## config.mk

```make
export PLATFORM = sky130hd
export DESIGN_NAME = ddr_cmd_sched
export DESIGN_NICKNAME = d
export VERILOG_FILES = /design/src/rtl/dsch_pkg.sv /design/src/rtl/dsch_bank_table.sv /design/src/rtl/dsch_ref_timer.sv /design/src/rtl/dsch_rd_valid.sv /design/src/rtl/ddr_cmd_sched.sv
export SDC_FILE = /design/constraint.sdc
export NUM_CORES = 1
export LEC_CHECK = 0
export BUFFER_PORTS_ARGS = -buffer_cell sky130_fd_sc_hd__buf_2
export CAP_MARGIN = 25
export CORE_MARGIN = 4
export CORE_UTILIZATION = 25
export CTS_CLUSTER_SIZE = 14
export DETAILED_ROUTE_END_ITERATION = 10
export GPL_TIMING_DRIVEN = 0
export HOLD_SLACK_MARGIN = 0.1
export PLACE_DENSITY_LB_ADDON = 0.12
export SYNTH_ARGS = -nofsm -noshare
export SYNTH_HDL_FRONTEND = slang
export SYNTH_SLANG_ARGS = --single-unit
```

## constraint.sdc

```tcl
create_clock -name clk -period 5.24 [get_ports clk]
set_clock_uncertainty 0.2 [all_clocks]
set_input_delay 1.048 -clock clk [delete_from_list [all_inputs] [get_ports clk]]
set_output_delay 1.048 -clock clk [all_outputs]
set_load 0.02 [all_outputs]
```

## src/rtl/dsch_pkg.sv

```systemverilog
// Shared command codes and burst helper for the DDR command sequencer.
// Assumes the command code values are fixed by the bus consumer.
package dsch_pkg;
    typedef enum logic [2:0] {
        CMD_NOP  = 3'd0,
        CMD_ACT  = 3'd1,
        CMD_RD   = 3'd2,
        CMD_WR   = 3'd3,
        CMD_PRE  = 3'd4,
        CMD_PREA = 3'd5,
        CMD_REF  = 3'd6
    } cmd_e;

    // Clock cycles occupied by one burst for a given burst-length code.
    function automatic logic [2:0] beats_of(input logic [1:0] bl);
        case (bl)
            2'b00:   return 3'd1;
            2'b01:   return 3'd2;
            default: return 3'd4;
        endcase
    endfunction
endpackage

```

## src/rtl/dsch_bank_table.sv

```systemverilog
// Open-row table: one open flag and one row register per bank.
// Looks up the requested bank combinationally and reports a row hit.
// Assumes set and clear never target the same bank in one cycle.
module dsch_bank_table #(
    parameter int BANK_W = 2,
    parameter int ROW_W  = 12
) (
    input  logic              clk,
    input  logic              rst_n,
    input  logic [BANK_W-1:0] lk_bank,
    input  logic [ROW_W-1:0]  lk_row,
    input  logic              set_en,
    input  logic [BANK_W-1:0] set_bank,
    input  logic [ROW_W-1:0]  set_row,
    input  logic              clr_en,
    input  logic [BANK_W-1:0] clr_bank,
    input  logic              clr_all,
    output logic              lk_open,
    output logic              lk_hit,
    output logic              any_open
);
    localparam int NB = 1 << BANK_W;

    logic [NB-1:0]    open_q;
    logic [ROW_W-1:0] row_q [NB];

    for (genvar b = 0; b < NB; b++) begin : g_bank
        logic             open_r;
        logic [ROW_W-1:0] row_r;
        // Track open state and row of bank b.
        always_ff @(posedge clk) begin
            if (!rst_n) begin
                open_r <= 1'b0;
                row_r  <= '0;
            end else if (clr_all) begin
                open_r <= 1'b0;
            end else if (set_en && set_bank == BANK_W'(b)) begin
                open_r <= 1'b1;
                row_r  <= set_row;
            end else if (clr_en && clr_bank == BANK_W'(b)) begin
                open_r <= 1'b0;
            end
        end
        assign open_q[b] = open_r;
        assign row_q[b]  = row_r;
    end

    assign lk_open  = open_q[lk_bank];
    assign lk_hit   = lk_open && (row_q[lk_bank] == lk_row);
    assign any_open = |open_q;

    // an activate only ever targets a bank that is closed.
    p_act_closed_r2: assert property (@(posedge clk) disable iff (!rst_n)
        set_en |-> !open_q[set_bank]);
    // a bank closed by auto-precharge reads as closed afterwards.
    p_clr_closes_r5: assert property (@(posedge clk) disable iff (!rst_n)
        (clr_en && !set_en && !clr_all) |=> !open_q[$past(clr_bank)]);
endmodule

```

## src/rtl/dsch_ref_timer.sv

```systemverilog
// Periodic refresh request: free-running countdown that raises a pending
// flag at each expiry; the flag drops when the refresh is issued.
// Assumes INTERVAL is far larger than any refresh sequence.
module dsch_ref_timer #(
    parameter int INTERVAL = 781
) (
    input  logic clk,
    input  logic rst_n,
    input  logic ref_done,
    output logic ref_pend
);
    localparam int CW = $clog2(INTERVAL + 1);
    localparam logic [CW-1:0] RELOAD = CW'(INTERVAL - 1);

    logic [CW-1:0] cnt_q;

    // Count down the interval and latch a refresh request at expiry.
    always_ff @(posedge clk) begin
        if (!rst_n) begin
            cnt_q    <= RELOAD;
            ref_pend <= 1'b0;
        end else begin
            cnt_q <= (cnt_q == '0) ? RELOAD : cnt_q - 1'b1;
            if (cnt_q == '0)
                ref_pend <= 1'b1;
            else if (ref_done)
                ref_pend <= 1'b0;
        end
    end

    // issuing the refresh clears the request.
    p_pend_clear_r9: assert property (@(posedge clk) disable iff (!rst_n)
        (ref_done && cnt_q != '0) |=> !ref_pend);
    // a refresh is only issued when one is pending.
    p_done_needs_pend_r9: assert property (@(posedge clk) disable iff (!rst_n)
        ref_done |-> ref_pend);
endmodule

```

## src/rtl/dsch_rd_valid.sv

```systemverilog
// Read-data-valid generator: shifts a marker per READ on the bus and
// flags the window [CL, CL+beats-1] cycles after it.
// Assumes reads are spaced at least one burst apart.
module dsch_rd_valid #(
    parameter int MAX_LAT   = 4,
    parameter int MAX_BEATS = 4
) (
    input  logic       clk,
    input  logic       rst_n,
    input  logic       rd_issued,
    input  logic       cl4,
    input  logic [2:0] beats,
    output logic       rd_valid
);
    localparam int DEPTH = MAX_LAT + MAX_BEATS - 1;

    logic [DEPTH-1:0] sr_q;
    int               lat_c;
    int               bt_c;

    // Age each READ marker by one cycle per clock.
    always_ff @(posedge clk) begin
        if (!rst_n) sr_q <= '0;
        else        sr_q <= {sr_q[DEPTH-2:0], rd_issued};
    end

    // Raise valid when any marker is inside its data window.
    always_comb begin
        lat_c    = cl4 ? 4 : 3;
        bt_c     = int'(beats);
        rd_valid = 1'b0;
        for (int i = 0; i < DEPTH; i++)
            if (sr_q[i] && i >= lat_c - 1 && i < lat_c - 1 + bt_c)
                rd_valid = 1'b1;
    end

    // data window opens exactly three cycles after a READ at CL3.
    p_rdv_cl3_r6: assert property (@(posedge clk) disable iff (!rst_n)
        ($rose(rd_valid) && !cl4) |-> $past(rd_issued, 3));
    // data window opens exactly four cycles after a READ at CL4.
    p_rdv_cl4_r6: assert property (@(posedge clk) disable iff (!rst_n)
        ($rose(rd_valid) && cl4) |-> $past(rd_issued, 4));
endmodule

```

## src/rtl/ddr_cmd_sched.sv

```systemverilog
// Four-bank DDR SDRAM command sequencer. Decides one command per free
// cycle (refresh first, then the host request), registers it onto the
// command bus and loads a gap counter with the idle time it needs.
// Assumes configuration inputs change only while no access is in flight.
module ddr_cmd_sched
    import dsch_pkg::*;
#(
    parameter int BANK_W  = 2,
    parameter int ROW_W   = 12,
    parameter int COL_W   = 9,
    parameter int CLK_MHZ = 100,
    parameter int T_RCD   = 3,
    parameter int T_RP    = 3,
    parameter int T_RFC   = 10,
    parameter int T_WTR   = 2
) (
    input  logic                               clk,
    input  logic                               rst_n,
    input  logic                               cfg_cl4,
    input  logic [1:0]                         cfg_bl,
    input  logic                               req_valid,
    input  logic                               req_write,
    input  logic                               req_ap,
    input  logic [BANK_W-1:0]                  req_bank,
    input  logic [ROW_W-1:0]                   req_row,
    input  logic [COL_W-1:0]                   req_col,
    output logic                               req_ready,
    output logic [2:0]                         cmd_o,
    output logic [BANK_W-1:0]                  cmd_bank,
    output logic [(ROW_W>COL_W?ROW_W:COL_W)-1:0] cmd_addr,
    output logic                               cmd_ap,
    output logic                               rd_valid
);
    localparam int ADDR_W       = (ROW_W > COL_W) ? ROW_W : COL_W;
    localparam int REF_INTERVAL = (CLK_MHZ * 15625) / 2000;
    localparam int WAIT_W       = $clog2(T_RFC + T_RP + T_WTR + 8);

    cmd_e              cmd_q, nxt_cmd;
    logic [BANK_W-1:0] bank_q;
    logic [ADDR_W-1:0] addr_q, nxt_addr;
    logic              ap_q, nxt_ap;
    logic [WAIT_W-1:0] wait_q, nxt_wait, acc_gap;
    logic [2:0]        beats;
    logic              lk_open, lk_hit, any_open;
    logic              set_en, clr_en, clr_all;
    logic              ref_pend, ref_done;

    assign beats = beats_of(cfg_bl);

    dsch_bank_table #(.BANK_W(BANK_W), .ROW_W(ROW_W)) u_banks (
        .clk(clk), .rst_n(rst_n),
        .lk_bank(req_bank), .lk_row(req_row),
        .set_en(set_en), .set_bank(req_bank), .set_row(req_row),
        .clr_en(clr_en), .clr_bank(req_bank), .clr_all(clr_all),
        .lk_open(lk_open), .lk_hit(lk_hit), .any_open(any_open)
    );

    dsch_ref_timer #(.INTERVAL(REF_INTERVAL)) u_ref (
        .clk(clk), .rst_n(rst_n), .ref_done(ref_done), .ref_pend(ref_pend)
    );

    dsch_rd_valid #(.MAX_LAT(4), .MAX_BEATS(4)) u_rdv (
        .clk(clk), .rst_n(rst_n), .rd_issued(cmd_q == CMD_RD),
        .cl4(cfg_cl4), .beats(beats), .rd_valid(rd_valid)
    );

    // Idle cycles an access needs: burst, write turnaround, self-close.
    always_comb begin
        acc_gap = WAIT_W'(beats);
        if (req_write) acc_gap = acc_gap + WAIT_W'(T_WTR);
        if (req_ap)    acc_gap = acc_gap + WAIT_W'(T_RP);
    end

    // Pick the next command: refresh first, then the host request.
    always_comb begin
        nxt_cmd   = CMD_NOP;
        nxt_addr  = '0;
        nxt_ap    = 1'b0;
        nxt_wait  = WAIT_W'(1);
        req_ready = 1'b0;
        set_en    = 1'b0;
        clr_en    = 1'b0;
        clr_all   = 1'b0;
        ref_done  = 1'b0;
        if (wait_q == '0) begin
            if (ref_pend) begin
                if (any_open) begin
                    nxt_cmd  = CMD_PREA;
                    nxt_ap   = 1'b1;
                    clr_all  = 1'b1;
                    nxt_wait = WAIT_W'(T_RP);
                end else begin
                    nxt_cmd  = CMD_REF;
                    ref_done = 1'b1;
                    nxt_wait = WAIT_W'(T_RFC);
                end
            end else if (req_valid) begin
                if (lk_hit) begin
                    nxt_cmd   = req_write ? CMD_WR : CMD_RD;
                    nxt_addr  = ADDR_W'(req_col);
                    nxt_ap    = req_ap;
                    clr_en    = req_ap;
                    req_ready = 1'b1;
                    nxt_wait  = acc_gap;
                end else if (lk_open) begin
                    nxt_cmd  = CMD_PRE;
                    clr_en   = 1'b1;
                    nxt_wait = WAIT_W'(T_RP);
                end else begin
                    nxt_cmd  = CMD_ACT;
                    nxt_addr = ADDR_W'(req_row);
                    set_en   = 1'b1;
                    nxt_wait = WAIT_W'(T_RCD);
                end
            end
        end
    end

    // Register the command bus and run the gap counter.
    always_ff @(posedge clk) begin
        if (!rst_n) begin
            cmd_q  <= CMD_NOP;
            bank_q <= '0;
            addr_q <= '0;
            ap_q   <= 1'b0;
            wait_q <= '0;
        end else begin
            cmd_q  <= nxt_cmd;
            bank_q <= req_bank;
            addr_q <= nxt_addr;
            ap_q   <= nxt_ap;
            if (nxt_cmd != CMD_NOP)
                wait_q <= nxt_wait - 1'b1;
            else if (wait_q != '0)
                wait_q <= wait_q - 1'b1;
        end
    end

    assign cmd_o    = cmd_q;
    assign cmd_bank = bank_q;
    assign cmd_addr = addr_q;
    assign cmd_ap   = ap_q;

    // reset drives the bus idle.
    p_reset_nop_r1: assert property (@(posedge clk)
        !rst_n |=> cmd_o == 3'd0);
    // acceptance is followed by the access on the bus.
    p_ready_access_r11: assert property (@(posedge clk) disable iff (!rst_n)
        req_ready |=> (cmd_o == 3'd2 || cmd_o == 3'd3));
    // a burst longer than one cycle is never cut by the next command.
    p_burst_gap_r7: assert property (@(posedge clk) disable iff (!rst_n)
        ((cmd_q == CMD_RD || cmd_q == CMD_WR) && cfg_bl != 2'b00) |=> cmd_q == CMD_NOP);
    // refresh goes out only with every bank closed.
    p_ref_closed_r9: assert property (@(posedge clk) disable iff (!rst_n)
        cmd_q == CMD_REF |-> !any_open);
    // refresh recovery keeps the next cycle idle.
    p_ref_gap_r10: assert property (@(posedge clk) disable iff (!rst_n)
        cmd_q == CMD_REF |=> cmd_q == CMD_NOP);
endmodule

```

==> metrics <==
DRT Pass-1 Iters 4; Critical Path Sink Type primary output; Vert. Die Dim 137.5 um; hold slack final 0.2345 ns; Worst Tran Pin Value 0.7442 ns; number of gates resized after cts 0; routed length per instance 16.60 um; Final Max Slew Viols 0; number of nets still failing antenna checks after routing 0; met1 WL 6016 um; Period minus WS final 4.697 ns; power density over the cells 398.4 mW/mm2; synth cell count leaders sky130_fd_sc_hd__dfxtp_1 (93), sky130_fd_sc_hd__nand2_1 (53), sky130_fd_sc_hd__nand3_1 (38), sky130_fd_sc_hd__a21boi_0 (37), sky130_fd_sc_hd__nor2_1 (21); Net Count, Synth 478; utilization of the core after routing 30.68%; Post-synth top flop sky130_fd_sc_hd__dfxtp_1; number of flops mapped to enable cells by yosys 0; static leakage power 1.842 nW; TritonCTS clock tree yes; core footprint 0.01652 mm2; count of endpoints failing setup in the final report 0; total clock buffers created by CTS 9; layout-stage area growth over the synthesis result 20.88%; met3 WL 487 um; fraction of synthesis flops using an asynchronous set or reset pin 0%; count of max-cap constraint violations 0; number of H-tree branching levels 3; Starting Density 25.38%; count of standard-cell rows 47; number of antenna violations at the first check in global routing 0; first-pass GRT wire length 18980 um; final hold violation count 0; Max IR drop VDD 0.1657 mV; distinct cell type count of the synthesized netlist 44; Detailed Route WL 12050 um; number of cells on the worst reg-to-reg path 10; Netlist Area Pre-Place 0.004194 mm2; num ports 51; final worst path period share 89.63%; count leader, synth sky130_fd_sc_hd__dfxtp_1; WS Path Type primary input to primary output; CTS root buffer sky130_fd_sc_hd__clkbuf_16; via count 3321; sequential area share after synthesis 44.39%; via count of the first global-routing pass 3288; Pwr Total 0.002020 W; number of buffer cells added on primary ports 47; cell type with the largest total area after synthesis sky130_fd_sc_hd__dfxtp_1; cell area reported after detailed placement 0.004705 mm2; Critical Path Start Type primary input; total global routing overflow 0; die footprint 0.01891 mm2; Seq cells post-synth 93; highest fanout seen on the critical path 10; worst-case clock buffer depth 2; YS warnings 0; share of final-layout standard cells stronger than drive strength 1 17.62%; Clk pin slew, worst setup/hold paths 0.06 ns; worst hold path stage count 1; maximum number of pins on one net before global-route repair 16; buffers inserted by post-CTS timing repair 0; total global-route track usage 13.44%; final design instance area without fill 0.005070 mm2; number of sinks handled by clock tree synthesis 93; Post-Syn Instances 442; total number of nets in the final design 536; via/cell ratio 4.574; highest achievable clock rate 212.9 MHz; data required time of the worst path 3.99 ns; Arrival @ worst endpoint 3.45 ns; TNS Setup 0 ns; share of the synthesized area in the top cell type 44.39%; number of remaining DRC errors 0; Post-Synthesis Mean Instance Area 9.489 um2; detailed router's first-iteration violation count 201; count of hold-fix buffers inserted at cts 0; routability congestion estimate from global placement 0.7547; status completed; Max transition margin 50.38%; Hold Path Class register to register; met2 WL 5335 um; DP HPWL 8556 um; setup repair after global routing missed its margin false; Clock Latency Late Sink 0.35 ns; largest cells by area after synthesis sky130_fd_sc_hd__dfxtp_1 (44%), sky130_fd_sc_hd__mux4_2 (7.0%), sky130_fd_sc_hd__a21boi_0 (6.6%); top routing layer used met4; die width 137.5 um
## area by class of cell
| class | count | area, um2 |
|---|---|---|
| Fill cell | 1742 | 11450 |
| Multi-Input combinational cell | 310 | 2168 |
| Sequential cell | 93 | 1862 |
| Tap cell | 220 | 275.3 |
| Timing Repair Buffer | 47 | 235.2 |
| Clock buffer | 9 | 225.2 |
| Clock inverter | 7 | 137.6 |
| Buffer | 28 | 122.6 |
| Inverter | 11 | 41.29 |
| Antenna cell | 1 | 2.502 |
## worst paths after layout
check / end / from / slack (ns)
max: req_ready / req_bank[1] / 0.54
min: u_rdv.sr_q[0] / cmd_o[0] / 0.23
max reg2reg: u_banks.g_bank[3].row_r[9] / wait_q[0] / 2.24
min reg2reg: u_rdv.sr_q[0] / cmd_o[0] / 0.23
## layer usage
layer,vias up,global-route usage (%)
li1,1665,-
met1,1586,19.17
met2,57,20.12
met3,13,2.264
met4,0,5.322
met5,-,0
## logic make-up (layout without fill, tap and decap cells)
family                   count (synthesis)  after routing  synth area share (%)
AO/OA/AOI/OAI                           82             82                 14.20
XOR/XNOR                                24             24                 5.012
adder cells (fa/ha/maj)                  5              5                 1.492
buffers and inverters                   39            102                 3.908
flip-flops                              93             93                 44.39
multiplexers                            26             26                 10.20
other                                    0              1                     0
AND/OR/NAND/NOR                        173            173                 20.79
## state kept, by name (all words and copies together) (netlist names)
| register | flops |
|---|---|
| cmd_addr | 12 |
| cmd_ap | 1 |
| cmd_bank | 2 |
| cmd_o | 3 |
| u_banks.g_bank.open_r | 4 |
| u_banks.g_bank.row_r | 48 |
| u_rdv.sr_q | 7 |
| u_ref.cnt_q | 10 |
| u_ref.ref_pend | 1 |
| wait_q | 5 |
## power breakdown
group	switching [W]	internal [W]	total (W)
combinational	0.000260	0.000160	0.000419
clock	0.000286	0.000513	0.000799
sequential	0.0000317	0.000769	0.000801
total	0.000578	0.00144	0.00202
## worst max-delay path, stage by stage
cell and delay, ns:
sky130_fd_sc_hd__clkbuf_1 0.54, sky130_fd_sc_hd__mux4_2 0.42, sky130_fd_sc_hd__xnor2_1 0.23, sky130_fd_sc_hd__nand4_1 0.39
sky130_fd_sc_hd__nor4_4 0.57, sky130_fd_sc_hd__buf_2 0.25
## per-stage QoR
step / instances / setup slack, ns
after floorplan: 442 / 1.342
final: 726 / 0.5432
after CTS: 725 / 0.4867
after global routing: 725 / 0.4476
after detailed placement: 709 / 0.4887
after global placement: 709 / 0.5185
## cell usage in the layout (no fill, tap or decap), types with 2 or more instances in the layout
cell type                   count
sky130_fd_sc_hd__a211oi_1       5
sky130_fd_sc_hd__a21boi_0      37
sky130_fd_sc_hd__a21oi_1       15
sky130_fd_sc_hd__a22o_1         9
sky130_fd_sc_hd__a31oi_1        2
sky130_fd_sc_hd__and2_1        12
sky130_fd_sc_hd__and3_1         6
sky130_fd_sc_hd__buf_2         52
sky130_fd_sc_hd__bufinv_16      4
sky130_fd_sc_hd__clkbuf_1      20
sky130_fd_sc_hd__clkbuf_16      9
sky130_fd_sc_hd__clkinv_2       2
sky130_fd_sc_hd__dfxtp_1       93
sky130_fd_sc_hd__ha_1           5
sky130_fd_sc_hd__inv_1         11
sky130_fd_sc_hd__mux2i_1       12
sky130_fd_sc_hd__mux4_2        13
sky130_fd_sc_hd__nand2_1       53
sky130_fd_sc_hd__nand2b_1       4
sky130_fd_sc_hd__nand3_1       38
sky130_fd_sc_hd__nand4_1        6
sky130_fd_sc_hd__nor2_1        21
sky130_fd_sc_hd__nor2b_1       18
sky130_fd_sc_hd__nor3_1         5
sky130_fd_sc_hd__nor4_1         2
sky130_fd_sc_hd__o21a_1         2
sky130_fd_sc_hd__o21ai_0        4
sky130_fd_sc_hd__or3_1          3
sky130_fd_sc_hd__xnor2_1       17
sky130_fd_sc_hd__xor2_1         7
(Power assumes the default switching activity.)
